File: src/rtl/gpb_pkg.sv
package gpb_pkg;

    localparam int NPIN   = 16;
    localparam int DATA_W = 32;
    localparam int ADDR_W = 8;
    localparam int NCTRL  = 6;

    // word index of each register (byte offset / 4)
    typedef enum logic [ADDR_W-3:0] {
        RI_LEVEL  = 6'd0,
        RI_DRV_EN = 6'd1,
        RI_IN_EN  = 6'd2,
        RI_OALT_A = 6'd3,
        RI_OALT_B = 6'd4,
        RI_IALT   = 6'd5,
        RI_RDBACK = 6'd6,
        RI_SAMPLE = 6'd7,
        RI_RISE   = 6'd8,
        RI_FALL   = 6'd9
    } reg_idx_e;

    typedef struct packed {
        logic [NPIN-1:0] clr;
        logic [NPIN-1:0] set;
    } setclr_t;

    typedef struct packed {
        logic              word_ok;
        logic [ADDR_W-3:0] idx;
    } dec_t;

    function automatic dec_t decode(input logic [ADDR_W-1:0] a);
        dec_t d;
        d.word_ok = (a[1:0] == 2'b00);
        d.idx     = a[ADDR_W-1:2];
        return d;
    endfunction

    function automatic logic [NPIN-1:0] apply_setclr(input logic [NPIN-1:0] cur,
                                                     input setclr_t        sc);
        return (cur | sc.set) & ~sc.clr;
    endfunction

endpackage

File: src/rtl/gpb_setclr_reg.sv
module gpb_setclr_reg
    import gpb_pkg::*;
#(
    parameter int W = NPIN
) (
    input  logic         clk,
    input  logic         rst,
    input  logic         wr_hit,
    input  logic [W-1:0] set_bits,
    input  logic [W-1:0] clr_bits,
    output logic [W-1:0] q
);

    always_ff @(posedge clk) begin
        if (rst) begin
            q <= '0;
        end else if (wr_hit) begin
            q <= (q | set_bits) & ~clr_bits;
        end
    end

    // any bit named in the clear half is zero after the write
    a_r2_clear_wins: assert property (@(posedge clk) disable iff (rst)
        wr_hit |=> ((q & $past(clr_bits)) == '0));

    // bits not named in either half are untouched
    a_r3_keep_unnamed: assert property (@(posedge clk) disable iff (rst)
        wr_hit |=> (((q ^ $past(q)) & ~($past(set_bits) | $past(clr_bits))) == '0));

    // without a hit the register does not move
    a_r11_no_hit_stable: assert property (@(posedge clk) disable iff (rst)
        !wr_hit |=> $stable(q));

endmodule

File: src/rtl/gpb_edge_unit.sv
module gpb_edge_unit
    import gpb_pkg::*;
#(
    parameter int W = NPIN
) (
    input  logic         clk,
    input  logic         rst,
    input  logic [W-1:0] pin_i,
    input  logic [W-1:0] en_i,
    input  logic [W-1:0] rise_clr,
    input  logic [W-1:0] fall_clr,
    output logic [W-1:0] sample_o,
    output logic [W-1:0] rise_o,
    output logic [W-1:0] fall_o
);

    logic [W-1:0] sync1, sync2, prev;
    logic [W-1:0] rise_det, fall_det;

    always_ff @(posedge clk) begin
        if (rst) begin
            sync1 <= '0;
            sync2 <= '0;
            prev  <= '0;
        end else begin
            sync1 <= pin_i;
            sync2 <= sync1;
            prev  <= sync2;
        end
    end

    assign rise_det = sync2 & ~prev & en_i;
    assign fall_det = ~sync2 & prev & en_i;
    assign sample_o = sync2;

    // flag registers: a fresh edge outranks a clear in the same cycle
    genvar g;
    generate
        for (g = 0; g < W; g++) begin : g_flag
            always_ff @(posedge clk) begin
                if (rst) begin
                    rise_o[g] <= 1'b0;
                    fall_o[g] <= 1'b0;
                end else begin
                    rise_o[g] <= rise_det[g] | (rise_o[g] & ~rise_clr[g]);
                    fall_o[g] <= fall_det[g] | (fall_o[g] & ~fall_clr[g]);
                end
            end
        end
    endgenerate

    // a rising flag only appears for an enabled pin
    a_r8_rise_needs_en: assert property (@(posedge clk) disable iff (rst)
        1'b1 |=> ((rise_o & ~$past(rise_o) & ~$past(en_i)) == '0));

    // a falling flag only appears for an enabled pin
    a_r9_fall_needs_en: assert property (@(posedge clk) disable iff (rst)
        1'b1 |=> ((fall_o & ~$past(fall_o) & ~$past(en_i)) == '0));

    // flags only drop where a clear was requested
    a_r10_only_cleared_drop: assert property (@(posedge clk) disable iff (rst)
        1'b1 |=> (($past(rise_o) & ~rise_o & ~$past(rise_clr)) == '0 &&
                  ($past(fall_o) & ~fall_o & ~$past(fall_clr)) == '0));

endmodule

File: src/rtl/gpio_bank_sc.sv
module gpio_bank_sc
    import gpb_pkg::*;
(
    input  logic              clk,
    input  logic              rst,
    input  logic              wr_en,
    input  logic              rd_en,
    input  logic [ADDR_W-1:0] addr,
    input  logic [DATA_W-1:0] wr_data,
    output logic [DATA_W-1:0] rd_data,
    input  logic [NPIN-1:0]   pin_in,
    output logic [NPIN-1:0]   pin_out,
    output logic [NPIN-1:0]   pin_oe
);

    localparam int HALF = DATA_W / 2;

    dec_t            dec;
    setclr_t         wsc;
    logic [NPIN-1:0] ctrl_q [NCTRL];
    logic [NPIN-1:0] sample, rise_f, fall_f;
    logic [NPIN-1:0] rise_clr, fall_clr;
    logic [NPIN-1:0] rd_mux;
    logic            rd_hit;

    assign dec = decode(addr);
    assign wsc = wr_data;

    genvar i;
    generate
        for (i = 0; i < NCTRL; i++) begin : g_ctrl
            logic hit;
            assign hit = wr_en && dec.word_ok && (dec.idx == (ADDR_W-2)'(i));
            gpb_setclr_reg #(.W(NPIN)) u_reg (
                .clk      (clk),
                .rst      (rst),
                .wr_hit   (hit),
                .set_bits (wsc.set),
                .clr_bits (wsc.clr),
                .q        (ctrl_q[i])
            );
        end
    endgenerate

    // write-one-to-clear uses only the low half
    always_comb begin
        rise_clr = '0;
        fall_clr = '0;
        if (wr_en && dec.word_ok && dec.idx == RI_RISE) rise_clr = wr_data[NPIN-1:0];
        if (wr_en && dec.word_ok && dec.idx == RI_FALL) fall_clr = wr_data[NPIN-1:0];
    end

    gpb_edge_unit #(.W(NPIN)) u_edge (
        .clk      (clk),
        .rst      (rst),
        .pin_i    (pin_in),
        .en_i     (ctrl_q[RI_IN_EN]),
        .rise_clr (rise_clr),
        .fall_clr (fall_clr),
        .sample_o (sample),
        .rise_o   (rise_f),
        .fall_o   (fall_f)
    );

    always_comb begin
        rd_mux = '0;
        rd_hit = 1'b0;
        if (dec.word_ok) begin
            rd_hit = 1'b1;
            case (dec.idx)
                RI_LEVEL, RI_DRV_EN, RI_IN_EN,
                RI_OALT_A, RI_OALT_B, RI_IALT: rd_mux = ctrl_q[dec.idx[2:0]];
                RI_RDBACK:                     rd_mux = ctrl_q[RI_LEVEL];
                RI_SAMPLE:                     rd_mux = sample;
                RI_RISE:                       rd_mux = rise_f;
                RI_FALL:                       rd_mux = fall_f;
                default:                       rd_hit = 1'b0;
            endcase
        end
    end

    always_ff @(posedge clk) begin
        if (rst) begin
            rd_data <= '0;
        end else if (rd_en) begin
            rd_data <= {{HALF{1'b0}}, {(HALF-NPIN){1'b0}}, rd_mux};
        end
    end

    assign pin_out = ctrl_q[RI_LEVEL];
    assign pin_oe  = ctrl_q[RI_DRV_EN];

    // upper half of read data is always zero
    a_r5_upper_zero: assert property (@(posedge clk) disable iff (rst)
        rd_data[DATA_W-1:HALF] == '0);

    // a read that misses the map returns zero
    a_r11_unmapped_zero: assert property (@(posedge clk) disable iff (rst)
        (rd_en && !rd_hit) |=> (rd_data == '0));

    // pin drivers only change on a write
    a_r6_pins_hold: assert property (@(posedge clk) disable iff (rst)
        !wr_en |=> ($stable(pin_out) && $stable(pin_oe)));

endmodule

File: config.mk
export PLATFORM = sky130hd
export DESIGN_NAME = gpio_bank_sc
export DESIGN_NICKNAME = d
export VERILOG_FILES = /design/src/rtl/gpb_pkg.sv /design/src/rtl/gpb_setclr_reg.sv /design/src/rtl/gpb_edge_unit.sv /design/src/rtl/gpio_bank_sc.sv
export SDC_FILE = /design/constraint.sdc
export NUM_CORES = 1
export LEC_CHECK = 0
export BUFFER_PORTS_ARGS = -buffer_cell sky130_fd_sc_hd__buf_4
export CAP_MARGIN = 25
export CELL_PAD_IN_SITES_DETAIL_PLACEMENT = 1
export CELL_PAD_IN_SITES_GLOBAL_PLACEMENT = 1
export CORE_UTILIZATION = 38
export DETAILED_ROUTE_END_ITERATION = 16
export GPL_ROUTABILITY_DRIVEN = 0
export PLACE_DENSITY_LB_ADDON = 0.1
export SETUP_SLACK_MARGIN = 0.2
export SYNTH_ARGS = -nofsm -noshare
export SYNTH_HDL_FRONTEND = slang
export SYNTH_SLANG_ARGS = --single-unit
File: constraint.sdc
create_clock -name clk -period 2.1 [get_ports clk]
set_input_delay 0.105 -clock clk [delete_from_list [all_inputs] [get_ports clk]]
set_output_delay 0.105 -clock clk [all_outputs]
set_load 0.01 [all_outputs]
### After elaboration in Yosys (flattened, before gate mapping)

Cells that the tools add are included.

* register bits: 192
* input bits: 60
* output and inout port bits: 64
* word-level logic and storage cells: 187

* $lt $le $gt $ge: 1
* equality and inequality tests: 9
* mux-type cells: 7
* bitwise gates (word level): 116
* reduce and logical (&&, ||, !) cells: 12

Operators by type and width (count)
* bitwise AND 16 bit: 10
* OR 16 bit: 6
* two-way mux 16 bit: 5
* one-hot mux 16 bit (5 select lines): 1
* binary-select mux 16 bit (select 3 bit): 1
* inverter 16 bit: 3
* bitwise AND 1 bit: 32
* inverter 1 bit: 32
* OR 1 bit: 32
* == test 6 x 3 -> 1 bit (second input constant): 4
* == test 6 x 2 -> 1 bit (second input constant): 2
* == test 6 x 4 -> 1 bit (second input constant): 2
* logical AND 1 bit: 9
* == test 6 x 1 -> 1 bit (second input constant): 1
* logical NOT 6 bit: 1
* OR reduction 6 bit: 1
* greater-or-equal comparator 4 bit (second input constant): 1
* inverter 3 -> 4 bit: 1
* logical NOT 2 bit: 1

### Depth between registers and ports, before layout

Gate-level depths: netlist of the first run.

* depth after elaboration: 7
* depth in mapped cells: 8

### By module

Synthesis of the first run repeated with hierarchy kept, for this count alone.

* cells, all modules: 846
* area, all modules: 9072.5 um^2

Modules (own cells, without submodules)
* gpb_setclr_reg: times used 6, cells an instance 53, area each 626.9 um^2, sequential area each 320.3 um^2
* gpb_edge_unit: times used 1, cells an instance 233, area each 2989.1 um^2, sequential area each 1601.5 um^2
* gpio_bank_sc: times used 1, cells an instance 295, area each 2322.2 um^2, sequential area each 320.3 um^2

### Worst setup path before layout of the first run

No wires, ideal clock.

* kind: input -> register
* start point: input port addr[2]
* end point: register rd_data[0]
* library setup time: 122 ps
* data arrival time: 1526 ps
* data required time: 1978 ps
* setup slack: 452 ps
* stages: 6
* path buffers: 2
* cell sequence: clkbuf_2 buf_2 mux4_2 inv_1 o22ai_1 a221o_1

* cells in the longest elaborated chain, start to end: 6
* elaborated cells on any way between the ends: 17
* classes of those cells: eq/ne: 9; mux: 5; bitwise: 1; reduce/logical: 2

Ends and longest elaborated chain
* start: declaration: line gpio_bank_sc.sv:8 `input logic [ADDR_W-1:0] addr,`
* inverter 3 -> 4 bit (not written as such): line gpio_bank_sc.sv:72 `RI_OALT_A, RI_OALT_B, RI_IALT: rd_mux = ctrl_q[dec.idx[2:0]];`
* binary-select mux 16 bit (select 3 bit): line gpio_bank_sc.sv:72
* two-way mux 16 bit (not written as such) (2 in a row): line gpio_bank_sc.sv:72
* one-hot mux 16 bit (5 select lines) (*): line gpio_bank_sc.sv:70 `case (dec.idx)`
* two-way mux 16 bit (*): line gpio_bank_sc.sv:68 `if (dec.word_ok) begin`
* end signal: assignment: line gpio_bank_sc.sv:86 `rd_data <= {{HALF{1'b0}}, {(HALF-NPIN){1'b0}}, rd_mux};`
* end: declaration: line gpio_bank_sc.sv:10 `output logic [DATA_W-1:0] rd_data,`

Every way passes the cells marked *; elsewhere a longest branch is shown, timed or not. The select of a mux whose other input is x is not followed.
A chain may end at the register's enable or synchronous reset.

### Final worst setup path of the first run

* start point: register g_ctrl[0].u_reg.q[14]
* end point: register rd_data[14]

* cells in the longest elaborated chain, start to end: 5

Ends and longest elaborated chain
* start: declaration: line gpb_setclr_reg.sv:11 `output logic [W-1:0] q`
* start signal: assignment: line gpb_setclr_reg.sv:18 `q <= (q | set_bits) & ~clr_bits;`
* binary-select mux 16 bit (select 3 bit): line gpio_bank_sc.sv:72
* two-way mux 16 bit (not written as such) (2 in a row): line gpio_bank_sc.sv:72
* one-hot mux 16 bit (5 select lines) (*): line gpio_bank_sc.sv:70
* two-way mux 16 bit (*): line gpio_bank_sc.sv:68

Marked as above.

==> metrics.cfg, run 1 <==
[sta]
finalMaxSlewViolations=0
worst_pin_slew_ps=870.2
fin_crit_sh=0.7847
setup_viol=0
rsz0062_at_grt=false
timing.setup.tns_ps=0
fin_skew_ps=6.193
finalHoldViolations=0
max_freq_ghz=0.6068
period_needed_ps=1648
max-slew-margin-rel=0.4198

[power]
p_total_mw=7.397
power_density_nw_per_um2=736.4
power_frac_comb=0.071
swShare=0.2391
pwr-share-clk=0.429
p_int_mw=5.629
switchingPower_mw=1.768
leakage_nw=3.558
vdd_drop_max_mv=0.5145
sequentialPowerShare=0.500

[routing]
wl_per_cell_um=21.70
viasPerCell=5.691
drc=2
vias=6955
drt-pass1-iter-count=13
routed_wirelength_um=26510
drt_iter0_drc=273
ant_nets=0

[global_routing]
grt_pass1_wl_um=41280
grt_use_total=0.2317
overflow=0
grt_pass1_vias=7434
grt_start_max_net_pins=175
antenna_found_initial=1

[floorplan]
die_h_um=152.6
initial_utilization=0.3914
coreArea_um2=22030
rows=54
die_area_um2=23290
ios=124
die_w_um=152.6

[place]
dp_hpwl_um=17430
port_buffers=107
post_dp_cell_area_um2=9129
post-place-cells=1156

[layout]
area_growth_pct=16.52
antenna_cells=0
fin_area_um2=10040
nNetsFinal=989
fin_cells=1222
fillers=2446
final_cell_mix=dfxtp_1, a21oi_1, buf_4, a211oi_1, mux2i_1
drive_gt1_frac=0.1985
layout.cells.most_common=dfxtp_1

[synthesis]
ys.flop_type=dfxtp_1
synth_compound_area_frac=0.2216
synth.area.mux_share=0.09724
synth-simple-area-share=0.1144
synth_enable_flop_cells=0
synth_top_family_by_area=compound AO/OA/AOI/OAI gates
synthAdderAreaFrac=0
synth_area_per_cell_um2=10.02
synthCells=860
ys_ff_latch=192
synth_area_um2=8621
yosys.cell_types.count=43
async_reset_ff_frac=0
synth_warnings=0
synthXorXnorAreaFrac=0
seq_area_frac_synth=0.4459

[run_status]
violations=design-rule violations
status=finished, violations left

[clock_tree]
clk_pin_slew_ps=70
cts_tree=done
cts_inserted_buffers=17
cts_buffer_depth=2
root_buffer=clkbuf_16
htreeDepth=4
insertion_delay_ps=440
cts_sinks=192

[setup_path]
cpPeakStageDelay_ps=570
critPathKind=reg -> reg
crit_fanout=4
slowest_stage=dlygate4sd3_1
path_cells=mux2i_1, o22a_1, a311oi_1, dlygate4sd3_1
worst_setup_path_start_kind=register
required_ps=2480
critPathCaptureType=register
arrival_ps=2030

[run]
maxCapViolations=0

[hold_path]
hold_class=in -> reg

==> power groups by stage <==
stage          combinational, mW  sequential, mW  clock (mW)
6_report                   0.522            3.70        3.17
5_1_grt                    0.557            3.70        3.41
4_1_cts                    0.523            3.70        3.26
3_5_place_dp               0.471            3.79           0
3_3_place_gp               0.461            3.78           0
2_1_floorplan              0.326            3.77           0
==> flip-flops by register name, summed over array words and instances, names as in the netlist <==
name and count:
u_edge.sync1 16, u_edge.prev 16, u_edge.rise_o 16, u_edge.fall_o 16, rd_data 16, u_edge.sample_o 16
g_ctrl.u_reg.q 96
==> worst max-delay path: cells and delay by family, from the launching register on <==
kind / cells / cell delay [ps]
AOI/OAI and AO/OA: 2 / 450
muxes: 1 / 120
buffers and inverters: 1 / 570
DFF: 1 / 460
==> kinds of logic (layout without fill, tap and decap cells) <==
logic type	count (synthesis)	count (layout)
DFF	192	192
muxes	65	65
other	1	16
buffers and inverters	145	212
AOI/OAI and AO/OA	307	307
and+or+nand+nor	150	150
==> metal layers <==
layer | up-vias | global-route usage | part of all wire
li1 | 3219 | - | -
met1 | 3503 | 0.2575 | 0.41
met2 | 174 | 0.4225 | 0.52
met3 | 57 | 0.04266 | 0.035
met4 | 2 | 0.1154 | 0.036
met5 | - | 0 | 0.00064
==> cells in the mapped netlist, types with 2 or more instances <==
| cell | instances | share of area |
|---|---|---|
| buf_6 | 14 | 0.018 |
| and2_1 | 15 | 0.011 |
| buf_1 | 2 | 0.00087 |
| nor2b_1 | 48 | 0.035 |
| nand2_1 | 34 | 0.015 |
| clkbuf_8 | 4 | 0.0064 |
| inv_1 | 15 | 0.0065 |
| o21ai_0 | 33 | 0.019 |
| a211oi_1 | 95 | 0.083 |
| dfxtp_1 | 192 | 0.45 |
| buf_12 | 2 | 0.0046 |
| a21oi_1 | 128 | 0.074 |
| clkbuf_1 | 26 | 0.011 |
| nor3_1 | 2 | 0.0012 |
| buf_16 | 3 | 0.0096 |
| nor2_1 | 3 | 0.0013 |
| nand3b_1 | 32 | 0.028 |
| mux2i_1 | 50 | 0.058 |
| buf_4 | 54 | 0.047 |
| o22ai_1 | 31 | 0.022 |
| nand2b_1 | 2 | 0.0015 |
| nor4_4 | 6 | 0.015 |
| mux4_2 | 15 | 0.039 |
| a221o_1 | 15 | 0.017 |
| buf_2 | 21 | 0.012 |
==> final cells by class <==
class / count / area [µm²] / share of cell area
clock inverters: 11 / 105.1 / 0.01046
repair buffers: 164 / 1420 / 0.1414
flip-flops and latches: 192 / 3844 / 0.3827
well taps: 280 / 350.3 / 0.03488
inverters: 16 / 60.06 / 0.005979
multi-input cells: 538 / 3795 / 0.3778
clock buffers: 21 / 470.5 / 0.04684
==> per-stage QoR <==
| step | setup slack, ps | hold WS (ps) | util |
|---|---|---|---|
| floorplan | 451.9 | 197.9 | - |
| global placement | 197.4 | 314.8 | 0.4145 |
| detailed placement | 116.9 | 319.2 | 0.4145 |
| CTS | 474.8 | 10.97 | 0.4560 |
| global route | 392.0 | 17.26 | 0.4560 |
| finish | 452.1 | 27.61 | 0.4560 |
==> final timing paths <==
path                         startpoint                    to  depth (start not counted)  slack (ps)
hold / removal               wr_data[4]  g_ctrl[5].u_reg.q[4]                          3          30
setup reg to reg  g_ctrl[0].u_reg.q[14]           rd_data[14]                          4         450
hold reg to reg         u_edge.sync1[6]    u_edge.sample_o[6]                          1         440
setup / recovery  g_ctrl[0].u_reg.q[14]           rd_data[14]                          4         450
==> repair_timing <==
item / CTS / global route
setup buffers: 0 / 0
gates resized for setup: 0 / 0
hold buffers: 34 / 0
endpoints found under the hold margin: 115 / 0
Note: power is estimated with default switching activity, not from simulation.
==> inputs of run 2 (changes only) <==
==> constraint.sdc (replaced) <==
create_clock -name clk -period 1.4 [get_ports clk]
set_input_delay 0.07 -clock clk [delete_from_list [all_inputs] [get_ports clk]]
set_output_delay 0.07 -clock clk [all_outputs]
set_load 0.01 [all_outputs]
==> run 2 against run 1 <==
Net effect: the run ends with design-rule violations, negative setup slack left; count of clock-buffer cells in the layout shrank 1; register-to-register slack worse by 520 ps; first-iteration DRC count grew 95%; critical endpoint is now rd_data[1].
==> metrics.cfg, run 2 (same netlist as run 1, synthesis figures left out) <==
[run_status]
status=finished, violations left
violations=design-rule violations, negative setup slack

[layout]
regMostFlops=g_ctrl.u_reg.q
nNetsFinal=1145
fillers=2280
fin_area_um2=13100
final_cell_mix=buf_4, dfxtp_1, a211oi_2, a21oi_4
largest_reg_flops=96
area_growth_pct=52.00
fin_cells=1378
drive_gt1_frac=0.5027
antenna_cells=0
layout.cells.most_common=buf_4

[clock_tree]
root_buffer=clkbuf_16
cts_tree=done
cts_inserted_buffers=17
htreeDepth=4
clk_pin_slew_ps=70
cts_buffer_depth=2
cts_sinks=192
insertion_delay_ps=440

[setup_path]
arrival_ps=1790
critPathKind=reg -> reg
crit_fanout=3
critPathCaptureType=register
required_ps=1720
worst_setup_path_start_kind=register

[power]
vdd_drop_max_mv=0.6823
switchingPower_mw=2.882
swShare=0.2425
p_int_mw=9.005
power_density_nw_per_um2=907.2
power_frac_comb=0.089
sequentialPowerShare=0.467
p_total_mw=11.89
pwr-share-clk=0.444
leakage_nw=4.878

[floorplan]
die_area_um2=23290
die_h_um=152.6
initial_utilization=0.3914
rows=54
die_w_um=152.6
ios=124
coreArea_um2=22030

[routing]
viasPerCell=5.693
drc=8
vias=7845
drt_iter0_drc=531
wl_per_cell_um=23.94
ant_nets=0
routed_wirelength_um=33000
drt-pass1-iter-count=11

[sta]
period_needed_ps=1469
fin_crit_sh=1.049
setup_viol=7
finalHoldViolations=0
max_freq_ghz=0.6806
rsz0062_at_grt=true
worst_pin_slew_ps=759.0
timing.setup.tns_ps=-181.3
max-slew-margin-rel=0.4940
fin_skew_ps=11.74
finalMaxSlewViolations=0
setup_slack_ps=-69.30

[hold_path]
hold_class=in -> reg

[global_routing]
grt_use_total=0.2607
antenna_found_initial=0
grt_pass1_vias=8053
grt_pass1_wl_um=46620
grt_start_max_net_pins=86
overflow=0

[run]
maxCapViolations=0

[place]
dp_hpwl_um=18110
post_dp_cell_area_um2=9658
port_buffers=107
post-place-cells=1218
place_ws_ps=-441.5

-- run 2: cell count changes in the layout (fill, tap and decap cells not counted), sizes merged --
cell | before | now
clkinv | 2 | 5
buf | 130 | 274
bufinv | 1 | 4
clkinvlp | 7 | 2
clkbuf | 21 | 22
dlygate4sd3 | 34 | 44
-- run 2: power groups by stage --
stage               combinational (mW)  clock, mW  sequential (mW)
floorplan                        0.527          0             5.66
global placement                 0.763          0             5.67
detailed placement               0.779          0             5.67
CTS                              0.934       5.35             5.55
global route                      1.11       5.62             5.55
finish                            1.06       5.28             5.55
-- run 2: through the flow --
step / utilization / hold WS [ps]
2_1_floorplan: - / 160.7
3_3_place_gp: 0.4385 / 278.9
3_5_place_dp: 0.4385 / 287.3
4_1_cts: 0.5319 / 0.5568
5_1_grt: 0.5949 / 34.43
6_report: 0.5949 / 39.18
-- run 2: routing by layer --
metal | wire length, µm | GRT usage | up-vias
met2 | 16680 | 0.4554 | 234
li1 | - | - | 3533
met4 | 1234 | 0.09716 | 0
met1 | 13760 | 0.3189 | 4002
met5 | 0 | 0 | -
met3 | 1323 | 0.04693 | 76
-- run 2: timing repair --
item	in CTS	in global routing
gates resized for setup	136	238
gates cloned	10	2
hold buffers	44	0
setup buffers	46	26
endpoints found under the setup margin	103	111
endpoints found under the hold margin	112	0
pin swaps	45	97
-- run 2: path summary, 6_finish.rpt --
path	start	to	slack [ps]	cells after the start
max	g_ctrl[1].u_reg.q[1]	rd_data[1]	-70	4
min	wr_data[8]	g_ctrl[2].u_reg.q[8]	40	3
max reg2reg	g_ctrl[1].u_reg.q[1]	rd_data[1]	-70	4
min reg2reg	u_edge.sync1[8]	u_edge.sample_o[8]	440	1
-- run 2: area by class of cell --
cell class              count  area (µm²)  area share
multi-input cells         538        5039      0.3845
flip-flops and latches    192        3891      0.2970
repair buffers            320        3136      0.2393
clock buffers              20       446.7     0.03409
well taps                 280       350.3     0.02674
clock inverters            12       180.2     0.01375
inverters                  16       61.31    0.004679
-- run 2: critical path: stages (launching register included) --
cell and delay, ps:
dfxtp_2 340, mux4_2 450, inv_1 80, o22ai_1 110, a221o_1 380
==> inputs of run 3 (changes only) <==
--- a/config.mk
+++ b/config.mk
@@ -10,10 +10,10 @@
 export CELL_PAD_IN_SITES_DETAIL_PLACEMENT = 1
 export CELL_PAD_IN_SITES_GLOBAL_PLACEMENT = 1
 export CORE_UTILIZATION = 38
+export CTS_CLUSTER_DIAMETER = 50
 export DETAILED_ROUTE_END_ITERATION = 16
 export GPL_ROUTABILITY_DRIVEN = 0
 export PLACE_DENSITY_LB_ADDON = 0.1
-export SETUP_SLACK_MARGIN = 0.2
 export SYNTH_ARGS = -nofsm -noshare
 export SYNTH_HDL_FRONTEND = slang
 export SYNTH_SLANG_ARGS = --single-unit
==> run 3 against run 2 <==
Net effect: the run now ends clean; global-route usage is 2.9 points lower; sequential power about the same; cell count fell by 5.4%; utilization is 10 points lower; largest cell class unchanged.
==> metrics.cfg, run 3 (same netlist as run 1, synthesis figures left out) <==
[clock_tree]
cts_buffer_depth=2
htreeDepth=4
clk_pin_slew_ps=70
cts_inserted_buffers=17
insertion_delay_ps=430
root_buffer=clkbuf_16
cts_tree=done
cts_sinks=192

[hold_path]
hold_class=in -> reg

[sta]
finalHoldViolations=0
worst_pin_slew_ps=662.2
finalMaxSlewViolations=0
max_freq_ghz=0.7344
fin_hold_ws_ps=127.1
setup_viol=0
fin_skew_ps=8.743
max-slew-margin-rel=0.5585
period_needed_ps=1362
timing.setup.tns_ps=0
fin_crit_sh=0.9726
rsz0062_at_grt=true

[power]
power_density_nw_per_um2=1044
leakage_nw=4.129
p_total_mw=11.38
vdd_drop_max_mv=0.5575

[routing]
drc=0
vias=7221
routed_wirelength_um=27080
drt-pass1-iter-count=9
drt_iter0_drc=377
wl_per_cell_um=20.76
viasPerCell=5.538
ant_nets=0

[run_status]
status=finished, final reports clean

[setup_path]
critPathTopFamily=multiplexers
slowest_stage=mux4_2
path_buf_inv=1
critPathCaptureType=register
cpPeakStageDelay_ps=450
worst_setup_path_start_kind=register
crit_fanout=2
critPathKind=reg -> reg
arrival_ps=1690
required_ps=1730
path_cells=mux4_2, inv_1, o22ai_1, a221o_1

[floorplan]
coreArea_um2=22030
rows=54
die_h_um=152.6
die_w_um=152.6
die_area_um2=23290
ios=124
initial_utilization=0.3914

[layout]
largest_reg_flops=96
nNetsFinal=1072
area_growth_pct=26.43
layout.cells.most_common=buf_4
regMostFlops=g_ctrl.u_reg.q
fin_cells=1304
final_cell_mix=buf_4, dfxtp_1, a21oi_1, a211oi_1, mux2i_1
utilization=0.4948
antenna_cells=0
drive_gt1_frac=0.2861

[global_routing]
grt_pass1_wl_um=42390
grt_start_max_net_pins=68
grt_use_total=0.2322
overflow=0
grt_pass1_vias=7613
antenna_found_initial=0

[place]
port_buffers=107
post-place-cells=1216
dp_hpwl_um=18110

[run]
maxCapViolations=0

## run 3: cell count changes in the layout (fill, tap and decap cells not counted), sizes merged
cell	change
clkinv	-1
inv	+2
dlygate4sd3	+5
clkbuf	+2
buf	-79
bufinv	-2
clkinvlp	-1
## run 3: report_power, final
group | internal, mW | switching [mW] | total (mW)
Sequential | 5.52 | 0.0333 | 5.55
Combinational | 0.398 | 0.488 | 0.885
Clock | 2.75 | 2.19 | 4.94
Total | 8.66 | 2.72 | 11.4
## run 3: through the flow
stage	setup WS, ps	cell area, µm²
2_1_floorplan	-41.50	8808
3_3_place_gp	-297.7	9654
3_5_place_dp	-404.6	9654
4_1_cts	4.139	10730
5_1_grt	-18.54	10900
6_report	38.29	10900
## run 3: final cells by class
class | count | area, µm²
clock buffer | 21 | 460.4
clock inverter | 10 | 125.1
fill | 2402 | 11130
inverter | 16 | 61.31
multi-input combinational | 538 | 3882
sequential | 192 | 3861
tap | 280 | 350.3
timing repair buffer | 247 | 2158
## run 3: path summary, 6_finish.rpt
path	start	end	cells after the start	slack [ps]
max	g_ctrl[4].u_reg.q[1]	rd_data[1]	4	40
min reg2reg	u_edge.sync1[0]	u_edge.sample_o[0]	1	440
max reg2reg	g_ctrl[4].u_reg.q[1]	rd_data[1]	4	40
min	addr[7]	rd_data[14]	5	130
## run 3: worst min-delay path, cell delays in order
cell	delay (ps)
buf_4	80
buf_4	110
a211o_4	100
o21a_1	100
a311oi_1	40
## run 3: layer usage
| metal | share of wire | track usage | up-vias |
|---|---|---|---|
| met1 | 0.44 | 0.2846 | 3642 |
| met5 | 0 | 0 | - |
| met2 | 0.51 | 0.4131 | 151 |
| li1 | - | - | 3389 |
| met3 | 0.034 | 0.03840 | 39 |
| met4 | 0.021 | 0.07407 | 0 |
## run 3: timing repair
action,in CTS,in global routing
hold buffers,49,0
endpoints found under the setup margin,0,24
setup buffers,0,5
hold endpoints to repair,113,0
gates resized for setup,0,30
